[src/rtl/sadc_pkg.sv]
package sadc_pkg;
  typedef enum logic [1:0] {
    ST_SLEEP = 2'd0,
    ST_ACQ   = 2'd1,
    ST_CONV  = 2'd2,
    ST_READ  = 2'd3
  } sadc_state_t;

  localparam int LEAD_ONES = 3;
endpackage

[src/rtl/sadc_edge_sync.sv]
module sadc_edge_sync #(
  parameter logic RST_VAL = 1'b0
) (
  input  logic clk,
  input  logic rst,
  input  logic d_i,
  output logic lvl_o,
  output logic prev_o
);
  logic s1_q, s2_q, s3_q;

  always_ff @(posedge clk) begin
    if (rst) begin
      s1_q <= RST_VAL;
      s2_q <= RST_VAL;
      s3_q <= RST_VAL;
    end else begin
      s1_q <= d_i;
      s2_q <= s1_q;
      s3_q <= s2_q;
    end
  end

  assign lvl_o  = s2_q;
  assign prev_o = s3_q;
endmodule

[src/rtl/sadc_osc_div.sv]
module sadc_osc_div #(
  parameter int DIV = 4
) (
  input  logic clk,
  input  logic rst,
  input  logic run_i,
  output logic tick_o
);
  localparam int CW = (DIV > 1) ? $clog2(DIV) : 1;
  logic [CW-1:0] cnt_q;

  always_ff @(posedge clk) begin
    if (rst || !run_i) begin
      cnt_q <= '0;
    end else if (cnt_q == CW'(DIV - 1)) begin
      cnt_q <= '0;
    end else begin
      cnt_q <= cnt_q + 1'b1;
    end
  end

  assign tick_o = run_i && (cnt_q == CW'(DIV - 1));
endmodule

[src/rtl/sadc_sar_stub.sv]
module sadc_sar_stub #(
  parameter int W = 12
) (
  input  logic         clk,
  input  logic         rst,
  input  logic         start_i,
  input  logic         step_i,
  input  logic [W-1:0] word_i,
  output logic [W-1:0] res_o,
  output logic         done_o
);
  localparam int PW = $clog2(W);

  logic [W-1:0]  held_q, res_q, trial;
  logic [PW-1:0] ptr_q;
  logic          done_q;

  assign trial = res_q | (W'(1) << ptr_q);

  always_ff @(posedge clk) begin
    if (rst) begin
      held_q <= '0;
      res_q  <= '0;
      ptr_q  <= '0;
      done_q <= 1'b1;
    end else if (start_i) begin
      held_q <= word_i;
      res_q  <= '0;
      ptr_q  <= PW'(W - 1);
      done_q <= 1'b0;
    end else if (step_i && !done_q) begin
      if (trial <= held_q) res_q <= trial;
      if (ptr_q == '0) done_q <= 1'b1;
      else             ptr_q  <= ptr_q - 1'b1;
    end
  end

  assign res_o  = res_q;
  assign done_o = done_q;
endmodule

[src/rtl/sadc_ctrl.sv]
module sadc_ctrl
  import sadc_pkg::*;
#(
  parameter int DATA_W  = 12,
  parameter int OSC_DIV = 4
) (
  input  logic              clk,
  input  logic              rst,
  input  logic              cs_n_i,
  input  logic              sclk_i,
  input  logic [DATA_W-1:0] sample_word_i,
  output logic              dout_o,
  output logic              dout_oe_o,
  output logic              busy_o,
  output logic              shdn_o
);
  localparam int FRAME_LEN = LEAD_ONES + 1 + DATA_W;
  localparam int IDX_W     = $clog2(FRAME_LEN + 2);
  localparam int VEC_N     = 1 << IDX_W;
  localparam logic [IDX_W-1:0] IDX_MAX = IDX_W'(FRAME_LEN + 1);

  logic cs_lvl, cs_prev, sclk_lvl, sclk_prev;
  logic cs_fall, cs_rise, sclk_fall;

  sadc_edge_sync #(.RST_VAL(1'b1)) u_cs_sync (
    .clk(clk), .rst(rst), .d_i(cs_n_i), .lvl_o(cs_lvl), .prev_o(cs_prev)
  );
  sadc_edge_sync #(.RST_VAL(1'b0)) u_sclk_sync (
    .clk(clk), .rst(rst), .d_i(sclk_i), .lvl_o(sclk_lvl), .prev_o(sclk_prev)
  );

  assign cs_fall   = cs_prev & ~cs_lvl;
  assign cs_rise   = ~cs_prev & cs_lvl;
  assign sclk_fall = sclk_prev & ~sclk_lvl;

  sadc_state_t       state_q, state_d;
  logic [IDX_W-1:0]  idx_q, idx_d;
  logic              ext_q, ext_d;
  logic              ch_q, ch_d;
  logic              dout_q;
  logic              sar_start, sar_step, sar_done, osc_tick;
  logic [DATA_W-1:0] sar_res;
  logic [VEC_N-1:0]  frame_vec;

  sadc_osc_div #(.DIV(OSC_DIV)) u_osc (
    .clk(clk), .rst(rst), .run_i(state_q == ST_CONV), .tick_o(osc_tick)
  );

  sadc_sar_stub #(.W(DATA_W)) u_sar (
    .clk(clk), .rst(rst), .start_i(sar_start), .step_i(sar_step),
    .word_i(sample_word_i), .res_o(sar_res), .done_o(sar_done)
  );

  always_comb begin
    state_d   = state_q;
    idx_d     = idx_q;
    ext_d     = ext_q;
    ch_d      = ch_q;
    sar_start = 1'b0;
    sar_step  = 1'b0;
    if (cs_rise) begin
      state_d = ST_SLEEP;
    end else begin
      case (state_q)
        ST_SLEEP: if (cs_fall) begin
          ch_d    = ~ch_q;
          ext_d   = ~sclk_lvl;
          idx_d   = '0;
          state_d = sclk_lvl ? ST_ACQ : ST_READ;
        end
        ST_ACQ: if (sclk_fall) begin
          sar_start = 1'b1;
          state_d   = ST_CONV;
        end
        ST_CONV: begin
          sar_step = osc_tick;
          if (sar_done) begin
            state_d = ST_READ;
            idx_d   = IDX_W'(1);
          end
        end
        ST_READ: if (sclk_fall) begin
          if (idx_q != IDX_MAX) idx_d = idx_q + 1'b1;
          if (ext_q) begin
            if (idx_q == IDX_W'(1))       sar_start = 1'b1;
            else if (idx_q >= IDX_W'(2))  sar_step  = 1'b1;
          end
        end
        default: state_d = ST_SLEEP;
      endcase
    end
  end

  always_comb begin
    frame_vec = '0;
    for (int k = 1; k <= LEAD_ONES; k++) frame_vec[k] = 1'b1;
    frame_vec[LEAD_ONES + 1] = ch_d;
    for (int j = 0; j < DATA_W; j++) frame_vec[LEAD_ONES + 2 + j] = sar_res[DATA_W - 1 - j];
  end

  always_ff @(posedge clk) begin
    if (rst) begin
      state_q <= ST_SLEEP;
      idx_q   <= '0;
      ext_q   <= 1'b0;
      ch_q    <= 1'b1;
      dout_q  <= 1'b0;
    end else begin
      state_q <= state_d;
      idx_q   <= idx_d;
      ext_q   <= ext_d;
      ch_q    <= ch_d;
      dout_q  <= (state_d == ST_READ) ? frame_vec[idx_d] : 1'b0;
    end
  end

  assign dout_o    = dout_q;
  assign dout_oe_o = (state_q != ST_SLEEP);
  assign busy_o    = (state_q == ST_CONV);
  assign shdn_o    = (state_q == ST_SLEEP);
endmodule

[config.mk]
export PLATFORM = sky130hd
export DESIGN_NAME = sadc_ctrl
export DESIGN_NICKNAME = d
export VERILOG_FILES = /design/src/rtl/sadc_pkg.sv /design/src/rtl/sadc_edge_sync.sv /design/src/rtl/sadc_osc_div.sv /design/src/rtl/sadc_sar_stub.sv /design/src/rtl/sadc_ctrl.sv
export SDC_FILE = /design/constraint.sdc
export NUM_CORES = 1
export LEC_CHECK = 0
export CAP_MARGIN = 40
export CORE_MARGIN = 2
export CORE_UTILIZATION = 57
export CTS_CLUSTER_SIZE = 25
export DETAILED_ROUTE_END_ITERATION = 10
export DONT_BUFFER_PORTS = 1
export PLACE_DENSITY = 0.75
export SETUP_SLACK_MARGIN = 0.1
export SYNTH_ARGS = -nofsm -noshare
export SYNTH_HDL_FRONTEND = slang
export SYNTH_SLANG_ARGS = --single-unit
[constraint.sdc]
create_clock -name clk -period 2.36 [get_ports clk]
set_input_delay 0.472 -clock clk [delete_from_list [all_inputs] [get_ports clk]]
set_output_delay 0.472 -clock clk [all_outputs]
set_load 0.1 [all_outputs]
Word-level counts from Yosys, hierarchy flattened --
Cells that the tools add are included.
Cells by class: add/sub/neg operators 3, bitwise gates (word level) 11, reductions and logical operators 18, eq/ne operators 8, shift-type cells 1, multiplexer cells 35, order comparisons 3
Operators with widths (number):
- $mux W5 | 5
- $mux W1 | 17
- $pmux W5 S3 | 1
- $le A12 B12 Y1 | 1
- $mux W4 | 3
- $or A12 B12 Y12 | 1
- $shl A1 B4 Y12 const A | 1
- $mux W2 | 5
- $eq A2 B2 Y1 const B | 4
- $reduce_and A2 Y1 | 4
- $not A1 Y1 | 7
- $lt A5 B6 Y1 const B | 1
- $pmux W2 S3 | 1
- $reduce_bool A2 Y1 | 3
- $reduce_or A2 Y1 | 3
- $add A5 B1 Y5 const B | 1
- $bmux W1 S5 | 1
- $eq A5 B1 Y1 const B | 1
- $ge A5 B2 Y1 const B | 1
- $ne A5 B5 Y1 const B | 1
- $logic_not A4 Y1 | 1
- $pmux W1 S2 | 2
- $sub A4 B1 Y4 const B | 1
- $and A1 B1 Y1 | 3
- other kinds (8) | 10
Word-level totals: input port bits 16, register bits after elaboration 47, word-level logic and storage cells 96, output and inout port bits 4

Longest topological paths before layout --
Gate-level depths: netlist of run 1.
word-level depth 10, gate-level depth with buffers 13, gate-level depth less buffers 11

Hierarchy --
Synthesis of run 1 repeated with hierarchy kept, for this count alone.
Unflattened totals: cell total of the unflattened synthesis 322, area, all modules 2781.4 um^2
Modules (own cells, without submodules):
- sadc_sar_stub | instances 1, sequential area each 580.6 um^2, area an instance 1539.0 um^2, cells each 183
- sadc_ctrl | instances 1, sequential area each 200.2 um^2, area an instance 998.5 um^2, cells each 121
- sadc_edge_sync | instances 2, sequential area each 60.1 um^2, area an instance 78.8 um^2, cells each 6
- sadc_osc_div | instances 1, sequential area each 40.0 um^2, area an instance 86.3 um^2, cells each 6

Least setup slack after synthesis of run 1 --
Ideal clock, no wire load.
kind reg2reg, start register state_q[1], end register dout_q (netlist: dout_o), arrival 2.395 ns, period minus slack after synthesis 2.515 ns, setup time 0.120 ns, slack -0.155 ns, cell stages (with the launch flop) 11, cells stage by stage dfxtp_1 > or2_4 > inv_2 > and3_4 > buf_6 > nor3b_4 > nor2_4 > mux2_4 > a211oi_1 > o21a_1 > o21ai_1
Between the ends: word-level cells in the longest chain between the ends 6, elaborated cells between the ends (all ways) 18, classes of those cells eq/ne (4); mux (11); bitwise (1); reduce/logical (2)
Ends and longest elaborated chain:
- from (decl) | RTL line sadc_ctrl.sv:36 | sadc_state_t state_q, state_d;
- from (signal assigned) | RTL line sadc_ctrl.sv:109 | state_q <= state_d;
- $logic_not A2 Y1 *
- via shdn_o | RTL line sadc_ctrl.sv:15 | output logic shdn_o
- parallel branches: the longest is 5 deep, another holds $pmux W5 S3
- to (signal assigned) | RTL line sadc_ctrl.sv:113 | dout_q <= (state_d == ST_READ) ? frame_vec[idx_d] : 1'b0;
- to (decl) | RTL line sadc_ctrl.sv:40 | logic dout_q;
Mark *: on every way through the listed nets, which the timed path passes. The select of a mux whose other input is x is not followed. A chain may end at the register's enable or synchronous reset.

Worst setup path after layout of run 1 --
start register u_sar.ptr_q[2], end register u_sar.res_q[7] (netlist: u_sar.res_o[7])
Between the ends: word-level cells in the longest chain between the ends 4
Ends and longest elaborated chain:
- from (decl) | RTL line sadc_sar_stub.sv:15 | logic [PW-1:0] ptr_q;
- from (signal assigned) | RTL line sadc_sar_stub.sv:29 | ptr_q <= PW'(W - 1);
- from (signal assigned) | RTL line sadc_sar_stub.sv:34 | else ptr_q <= ptr_q - 1'b1;
- $shl A1 B4 Y12 | RTL line sadc_sar_stub.sv:18 | assign trial = res_q | (W'(1) << ptr_q);
- $or A12 B12 Y12 | RTL line sadc_sar_stub.sv:18
- via u_sar.trial[5] | RTL line sadc_sar_stub.sv:14 | logic [W-1:0] held_q, res_q, trial;
- $le A12 B12 Y1 | RTL line sadc_sar_stub.sv:32 | if (trial <= held_q) res_q <= trial;
- $reduce_and A2 Y1 (no source line)
- to (signal assigned) | RTL line sadc_sar_stub.sv:32
- to (decl) | RTL line sadc_sar_stub.sv:14
The timed path passes the listed nets, and every way through them passes these cells.

==> summary.txt, run 1 <==
Layout
  – Share of the core filled with cells: 68.8%
  – FILL cells: 331
  – Commonest non-fill, non-tap cell in the layout: dfxtp_1
  – Final instance area: 0.00302 mm2
  – Layout cells sized above 1: 24.6%
  – # diodes: 0
  – Footprint of the multi-input gates: 0.00165 mm2
  – Most frequent cells in the layout: dfxtp_1, nor2_1, nor2b_1, buf_4, mux2i_1
  – Fin nets: 332
  – Area Overhead vs Synth: 15.7%
  – Register area: 957 um2

Power
  – Psw: 0.385 mW
  – Clock power share: 41.3%
  – LEAKAGE: 1.38 nW
  – Power density over the cells: 555 mW/mm2
  – Sw Ratio: 23.0%
  – Reg power frac: 48.7%
  – Combinational fraction of design power: 9.9%
  – Pint: 1.29 mW
  – Peak VDD IR: 0.000535 V

Critical path
  – Startpoint Class: register
  – Reg2reg path depth: 11
  – Crit path DAT: 2.58 ns
  – Crit path largest cell delay: 0.36 ns
  – Crit path top cell by count: a21o_1
  – WS Path Type: reg -> reg
  – WP depth: 11
  – R2r startpoint: u_sar.ptr_q[2]
  – Worst-path cell chain: nor2b_4, a21o_1, ha_1, a21o_1, a21o_1, a21o_1, a21oi_2, o221ai_2, a21o_4, nor2b_1, o21a_1
  – R2R Setup Slk: 0.02 ns
  – Crit path capture: u_sar.res_o[7]
  – Crit path max fanout: 6
  – CP max-delay cell: dfxtp_4
  – Worst path required time: 2.60 ns
  – Launch point of the critical path: u_sar.ptr_q[2]
  – Buf+Inv Stages, Crit Path: 0
  – R2r endpoint: u_sar.res_o[7]
  – CP delay by family, top: compound AO/OA/AOI/OAI gates
  – Critical Path End Type: register

Logic synthesis
  – Number of synthesized flops with an enable pin: 0
  – Warnings from Yosys: 0
  – Syn Area/Cell: 9.08 um2
  – Yosys top cell area share: 36.1%
  – Yosys top cell by area: dfxtp_1
  – Async SR Flop Fraction: 0%
  – Top cells by area in the synthesized netlist: dfxtp_1, ha_1, mux2i_1, nor2b_1, nor2_1
  – Sequential cell area fraction in the yosys report: 36.1%
  – Register bit total from synthesis: 47
  – Cell area after synthesis: 0.00261 mm2
  – Synth Instances: 287
  – Mapped Nets: 319
  – Post-synth cell types: 59
  – Main synth FF type: dfxtp_1

Global routing
  – Vias in the first global route: 1997
  – Total grt overflow: 0
  – Largest net degree at the start of global routing: 36
  – Total global-route track usage: 23.4%
  – Antenna violations before repair: 0
  – First-pass GRT wire length: 9440 um

Placed design
  – I/O Buffers: 0
  – GP Congestion: 0.859
  – Post-DP Area: 0.00274 mm2
  – Dpl hpwl: 3860 um

Clock network
  – Post-CTS Hold Buffers: 0
  – Reg clk slew, reported paths: 0.09 ns
  – Clock sink count: 47
  – Max Buffers Root-to-Sink: 2
  – Worst skew pair latency: 0.30 ns
  – CTS tree: done
  – Root Buffer: clkbuf_8
  – H-tree depth: 2
  – Number of buffers created by CTS: 5

Die
  – Die height: 71.6 um
  – Effective utilization at floorplan: 59.4%
  – Core Region: 0.00438 mm2
  – Num rows: 24
  – DIE WIDTH: 71.6 um
  – DIE AREA: 0.00513 mm2
  – Ports: 20

Timing
  – Max-slew violations: 0
  – Peak Freq: 428 MHz
  – Period utilisation layout: 99.0%
  – Final Setup Violations: 0
  – Final Hold Fails: 0
  – Unrepaired setup endpoints after global routing: true
  – Relative slew slack: 77.4%
  – Worst Skew: 0.00942 ns
  – Worst slew pin tran: 0.339 ns
  – Final worst path period need: 2.34 ns
  – Total Neg Setup Slack: 0 ns

Detailed routing
  – DRC Markers: 0
  – Routed len/inst: 15.6 um
  – Initial DRC count: 112
  – Number of detailed-route iterations in the first pass: 4
  – Vias/cell: 5.75
  – Vias after detailed routing: 2029
  – Routed wire length: 5510 um
  – Number of routed nets with antenna violations: 0

Flow run
  – Number of max-cap violations: 0

Min path
  – Worst Hold Path Cells: 1
  – Min-delay worst type: in -> reg

Status
  – Status: completed
## layout make-up
type,instances,area share (%)
multi-input combinational,210,54.7
timing repair buffer,19,4.73
clock inverter,2,1.99
inverter,17,2.28
clock buffer,6,2.41
tap,52,2.16
sequential,47,31.7
## registers in the layout, summed over array words and instances (netlist names)
name                cells
ch_q                    1
dout_o                  1
ext_q                   1
idx_q                   5
state_q                 2
u_cs_sync.lvl_o         1
u_cs_sync.prev_o        1
u_cs_sync.s1_q          1
u_osc.cnt_q             2
u_sar.done_o            1
u_sar.held_q           12
u_sar.ptr_q             4
u_sar.res_o            12
u_sclk_sync.lvl_o       1
u_sclk_sync.prev_o      1
u_sclk_sync.s1_q        1
## worst min-delay path by stage
stage / end / slack (ns) / from
detailed placement: u_cs_sync.lvl_o / 0.40 / u_cs_sync.s1_q
CTS: u_sar.ptr_q[0] / 0.22 / rst
global route: idx_q[1] / 0.21 / rst
global placement: u_cs_sync.lvl_o / 0.39 / u_cs_sync.s1_q
finish: idx_q[1] / 0.23 / rst
floorplan: u_cs_sync.lvl_o / 0.39 / u_cs_sync.s1_q
## per-layer routing
metal	GRT usage, %	vias to the layer above	part of all wire [%]
met3	5.20	7	3.8
met2	36.8	36	47
met5	0	-	0
met4	6.71	0	1.2
met1	32.6	952	48
li1	-	1034	-
## synth_stat cells, drive strengths merged (2+ instances only)
| cell | number |
|---|---|
| dfxtp | 47 |
| nor2 | 33 |
| nor2b | 24 |
| inv | 17 |
| mux2i | 17 |
| ha | 16 |
| a21o | 15 |
| o21a | 13 |
| nand2 | 10 |
| a21oi | 8 |
| buf | 7 |
| clkbuf | 7 |
| o21ai | 7 |
| or2 | 6 |
| nand2b | 5 |
| nand4 | 5 |
| nor3 | 5 |
| a31oi | 4 |
| a211oi | 3 |
| a31o | 3 |
| a22oi | 2 |
| a41oi | 2 |
| and2 | 2 |
| and3 | 2 |
| mux2 | 2 |
| nand3 | 2 |
| nor4 | 2 |
## power groups by stage
stage	sequential (mW)	clock [mW]	combinational [mW]
6_report	0.816	0.692	0.166
5_1_grt	0.818	0.731	0.177
4_1_cts	0.818	0.704	0.163
3_5_place_dp	0.837	0	0.159
3_3_place_gp	0.837	0	0.156
2_1_floorplan	0.831	0	0.145
## metrics by stage
step	total power [mW]	setup WS, ns	std cells	hold WS [ns]
final	1.67	0.0236	353	0.227
after global routing	1.73	-0.0989	353	0.213
after CTS	1.68	0.103	352	0.221
after detailed placement	0.997	-0.117	343	0.405
after global placement	0.993	-0.0198	343	0.394
after floorplan	0.977	0.0434	287	0.389
## logic make-up (layout without fill, tap and decap cells)
kind of cell / Yosys count / after routing / synth area share (%)
buffers and inverters: 31 / 44 / 5.62
AOI/OAI and AO/OA: 67 / 68 / 19.3
adders and majority gates: 16 / 16 / 7.68
and+or+nand+nor: 106 / 106 / 23.3
xor gates and xnor gates: 1 / 1 / 0.336
DFF: 47 / 47 / 36.1
muxes: 19 / 19 / 7.68
## what timing repair did
action	CTS	global route
gates cloned	1	0
resized for setup	15	20
pin swaps	3	3
buffers inserted	0	1
endpoints found under the setup margin	12	17
Power figures use the tool's default switching activity.
==> run 2: changes to the inputs <==
--- a/config.mk
+++ b/config.mk
@@ -5,7 +5,7 @@
 export SDC_FILE = /design/constraint.sdc
 export NUM_CORES = 1
 export LEC_CHECK = 0
-export CAP_MARGIN = 40
+export CAP_MARGIN = 10
 export CORE_MARGIN = 2
 export CORE_UTILIZATION = 57
 export CTS_CLUSTER_SIZE = 25
==> results of run 2 <==
No change in the layout: final DEF, timing and power equal those of run 1.
==> run 3: changes to the inputs <==
--- a/config.mk
+++ b/config.mk
@@ -13,6 +13,8 @@
 export DONT_BUFFER_PORTS = 1
 export PLACE_DENSITY = 0.75
 export SETUP_SLACK_MARGIN = 0.1
+export SLEW_MARGIN = 5
 export SYNTH_ARGS = -nofsm -noshare
 export SYNTH_HDL_FRONTEND = slang
+export SYNTH_HIERARCHICAL = 1
 export SYNTH_SLANG_ARGS = --single-unit
==> run 3 against run 2 <==
Effect of this change:
- the flow now finishes with violations (negative setup slack)
- cell area rose by 13%
- register-to-register slack worse by 0.03 ns
- global-route usage grew 1.3 points
- area after synthesis grew 6.7%
- count of clock-buffer cells in the layout decreased by 1
- combinational power is essentially flat
- routed wire length up 21%
- cell count up 20%
- non-clock buffer count up 24
- sequential power barely moved
==> summary.txt, run 3 <==
Layout
  – # diodes: 0 (unchanged)
  – Fin nets: 389 (+17%)
  – Final instance area: 0.00340 mm2 (+13%)
  – Layout cells sized above 1: 34.1% (+9.5 points)
  – Most frequent cells in the layout: dfxtp_1, buf_4, nor2_1, inv_1, a21oi_1
  – Area Overhead vs Synth: 22.4%

Logic synthesis
  – Register bit total from synthesis: 47 (unchanged)
  – Most instantiated cells after synthesis: dfxtp_1, nor2_1, inv_1, a21oi_1, ha_1
  – Sequential cell area fraction in the yosys report: 33.8% (-2.3 points)
  – Synth Instances: 322 (+12%)
  – Main synth FF type: dfxtp_1
  – Cell area after synthesis: 0.00278 mm2 (+6.7%)
  – Top cells by area in the synthesized netlist: dfxtp_1, ha_1, mux2i_1, nor2_1, a21oi_1
  – Number of synthesized flops with an enable pin: 0 (unchanged)
  – Yosys top cell area share: 33.8% (-2.3 points)
  – Count leader, synth: dfxtp_1
  – Yosys top cell by area: dfxtp_1
  – Mapped Nets: 354 (+11%)
  – Syn Area/Cell: 8.64 um2 (-4.9%)
  – Post-synth cell types: 63 (+6.8%)
  – Warnings from Yosys: 6 (+6)
  – Async SR Flop Fraction: 0% (unchanged)

Timing
  – Total Neg Setup Slack: -0.00293 ns (-0.00293 ns)
  – Final worst path period need: 2.36 ns (+0.0266 ns)
  – Unrepaired setup endpoints after global routing: true
  – Max-slew violations: 0 (unchanged)
  – Relative slew slack: 65.4% (-12 points)
  – Period utilisation layout: 100% (+1.1 points)
  – Peak Freq: 423 MHz (-1.1%)
  – Final Hold Fails: 0 (unchanged)
  – Setup WS post-layout: -0.00293 ns (-0.0266 ns)
  – Worst Skew: 0.0115 ns (+0.00209 ns)
  – Final Setup Violations: 1 (+1)
  – Worst slew pin tran: 0.517 ns (+0.178 ns)

Critical path
  – Worst path required time: 2.57 ns (-0.03 ns)
  – Worst-path cell chain: nor2b_1, nor2b_1, or2_2, ha_4, nand2_2, nor4_4, buf_4, and4_4, nor3_2, nor3b_1
  – Reg2reg path depth: 10 (-1)
  – WS Path Type: reg -> reg
  – R2r endpoint: u_sar/res_o[10]
  – R2r startpoint: u_sar/ptr_q[2]
  – Buf+Inv Stages, Crit Path: 1 (+1)
  – WP depth: 10 (-1)
  – CP delay by family, top: simple AND/OR/NAND/NOR gates
  – Launch point of the critical path: u_sar/ptr_q[2]
  – Crit path top cell by count: nor2b_1
  – Startpoint Class: register
  – R2R Setup Slk: -0.003 ns (-0.03 ns)
  – CP max-delay cell: dfxtp_2
  – Crit path max fanout: 6 (unchanged)
  – Crit path DAT: 2.58 ns (about the same)
  – Critical Path End Type: register
  – Crit path capture: u_sar/res_o[10]
  – Crit path largest cell delay: 0.35 ns (about the same)

Clock network
  – Post-CTS Hold Buffers: 0 (unchanged)
  – Reg clk slew, reported paths: 0.10 ns (about the same)
  – Number of buffers created by CTS: 5 (unchanged)
  – CTS tree: done
  – Worst skew pair latency: 0.30 ns (about the same)
  – Root Buffer: clkbuf_8
  – H-tree depth: 2 (unchanged)
  – Max Buffers Root-to-Sink: 2 (unchanged)
  – Clock sink count: 47 (unchanged)

Min path
  – Min-delay worst type: in -> reg
  – Worst Hold Path Cells: 1 (unchanged)

Status
  – Status: finished, violations left
  – Failing checks: negative setup slack

Global routing
  – Total global-route track usage: 24.7% (+1.3 points)
  – First-pass GRT wire length: 10400 um (+9.7%)
  – Total grt overflow: 0 (unchanged)
  – Largest net degree at the start of global routing: 35 (-2.8%)
  – Antenna violations before repair: 0 (unchanged)
  – Vias in the first global route: 2228 (+12%)

Die
  – Num rows: 25 (+4.2%)
  – DIE AREA: 0.00545 mm2 (+6.3%)
  – DIE WIDTH: 73.9 um (+3.1%)
  – Effective utilization at floorplan: 58.9% (-0.56 points)
  – Die height: 73.9 um (+3.1%)
  – Core Region: 0.00472 mm2 (+7.7%)
  – Ports: 20 (unchanged)

Detailed routing
  – DRC Markers: 0 (unchanged)
  – Number of detailed-route iterations in the first pass: 4 (unchanged)
  – Initial DRC count: 185 (+65%)
  – Routed len/inst: 15.7 um (+0.74%)
  – Number of routed nets with antenna violations: 0 (unchanged)
  – Vias after detailed routing: 2403 (+18%)
  – Routed wire length: 6680 um (+21%)
  – Vias/cell: 5.65 (-1.6%)

Placed design
  – Dpl hpwl: 4520 um (+17%)
  – Post-DP Area: 0.00302 mm2 (+10%)
  – GP Congestion: 0.903 (+5.1%)
  – I/O Buffers: 0 (unchanged)

Flow run
  – Number of max-cap violations: 0 (unchanged)

Power
  – LEAKAGE: 1.25 nW (-9.4%)
  – Pwr Total: 1.47 mW (-12%)
  – Peak VDD IR: 0.000477 V (-11%)
  – Power density over the cells: 431 mW/mm2 (-22%)
==> run 3: worst reg2reg max path: stages (launching register included) <==
cell	delay [ns]
dfxtp_2	0.35
nor2b_1	0.14
nor2b_1	0.13
or2_2	0.31
ha_4	0.28
nand2_2	0.06
nor4_4	0.30
buf_4	0.18
and4_4	0.28
nor3_2	0.05
nor3b_1	0.20
==> run 3: worst min-delay path by stage <==
stage	from	endpoint	slack, ns
floorplan	u_cs_sync/s1_q	u_cs_sync/lvl_o	0.38
global placement	u_cs_sync/s1_q	u_cs_sync/lvl_o	0.39
detailed placement	u_cs_sync/s1_q	u_cs_sync/lvl_o	0.39
CTS	rst	u_sar/ptr_q[1]	0.22
global route	rst	idx_q[3]	0.22
finish	rst	idx_q[1]	0.22
==> run 3: cells by family after synthesis <==
| logic type | share of synthesized area, % |
|---|---|
| and+or+nand+nor | 28.8 |
| buffers and inverters | 7.06 |
| AOI/OAI and AO/OA | 16.2 |
| muxes | 5.58 |
| adders and majority gates | 7.20 |
| xor gates and xnor gates | 1.26 |
| DFF | 33.8 |
==> run 3: repair_timing <==
item	in CTS	in global routing
gates cloned	1	1
pin swaps	11	20
buffers inserted	6	5
endpoints found under the setup margin	6	14
resized for setup	15	45
==> run 3: cell type report <==
type	count	area [um2]
multi-input cells	234	1840
inverters	26	100
repair buffers	43	338
fillers	324	1320
well taps	67	83.8
clock buffers	5	68.8
clock inverters	3	20.0
flip-flops and latches	47	956
==> run 3: report_power, final <==
| group | switching (mW) | internal, mW |
|---|---|---|
| clock | 0.279 | 0.207 |
| sequential | 0.0141 | 0.804 |
| combinational | 0.103 | 0.0613 |
==> run 3: routing by layer <==
layer | track usage (%) | vias up | part of all wire (%)
li1 | - | 1204 | -
met1 | 34.7 | 1113 | 47
met2 | 39.0 | 76 | 46
met3 | 3.84 | 10 | 5.5
met4 | 7.47 | 0 | 1.6
met5 | 0 | - | 0
==> run 3: per-stage QoR <==
stage	std cells	util, %	worst slack, ns	hold WS (ns)
2_1_floorplan	322	-	-0.165	0.383
3_3_place_gp	404	64.0	0.0865	0.391
3_5_place_dp	404	64.0	0.0160	0.393
4_1_cts	419	67.9	0.0558	0.224
5_1_grt	425	72.1	-0.156	0.221
6_report	425	72.1	-0.00293	0.223
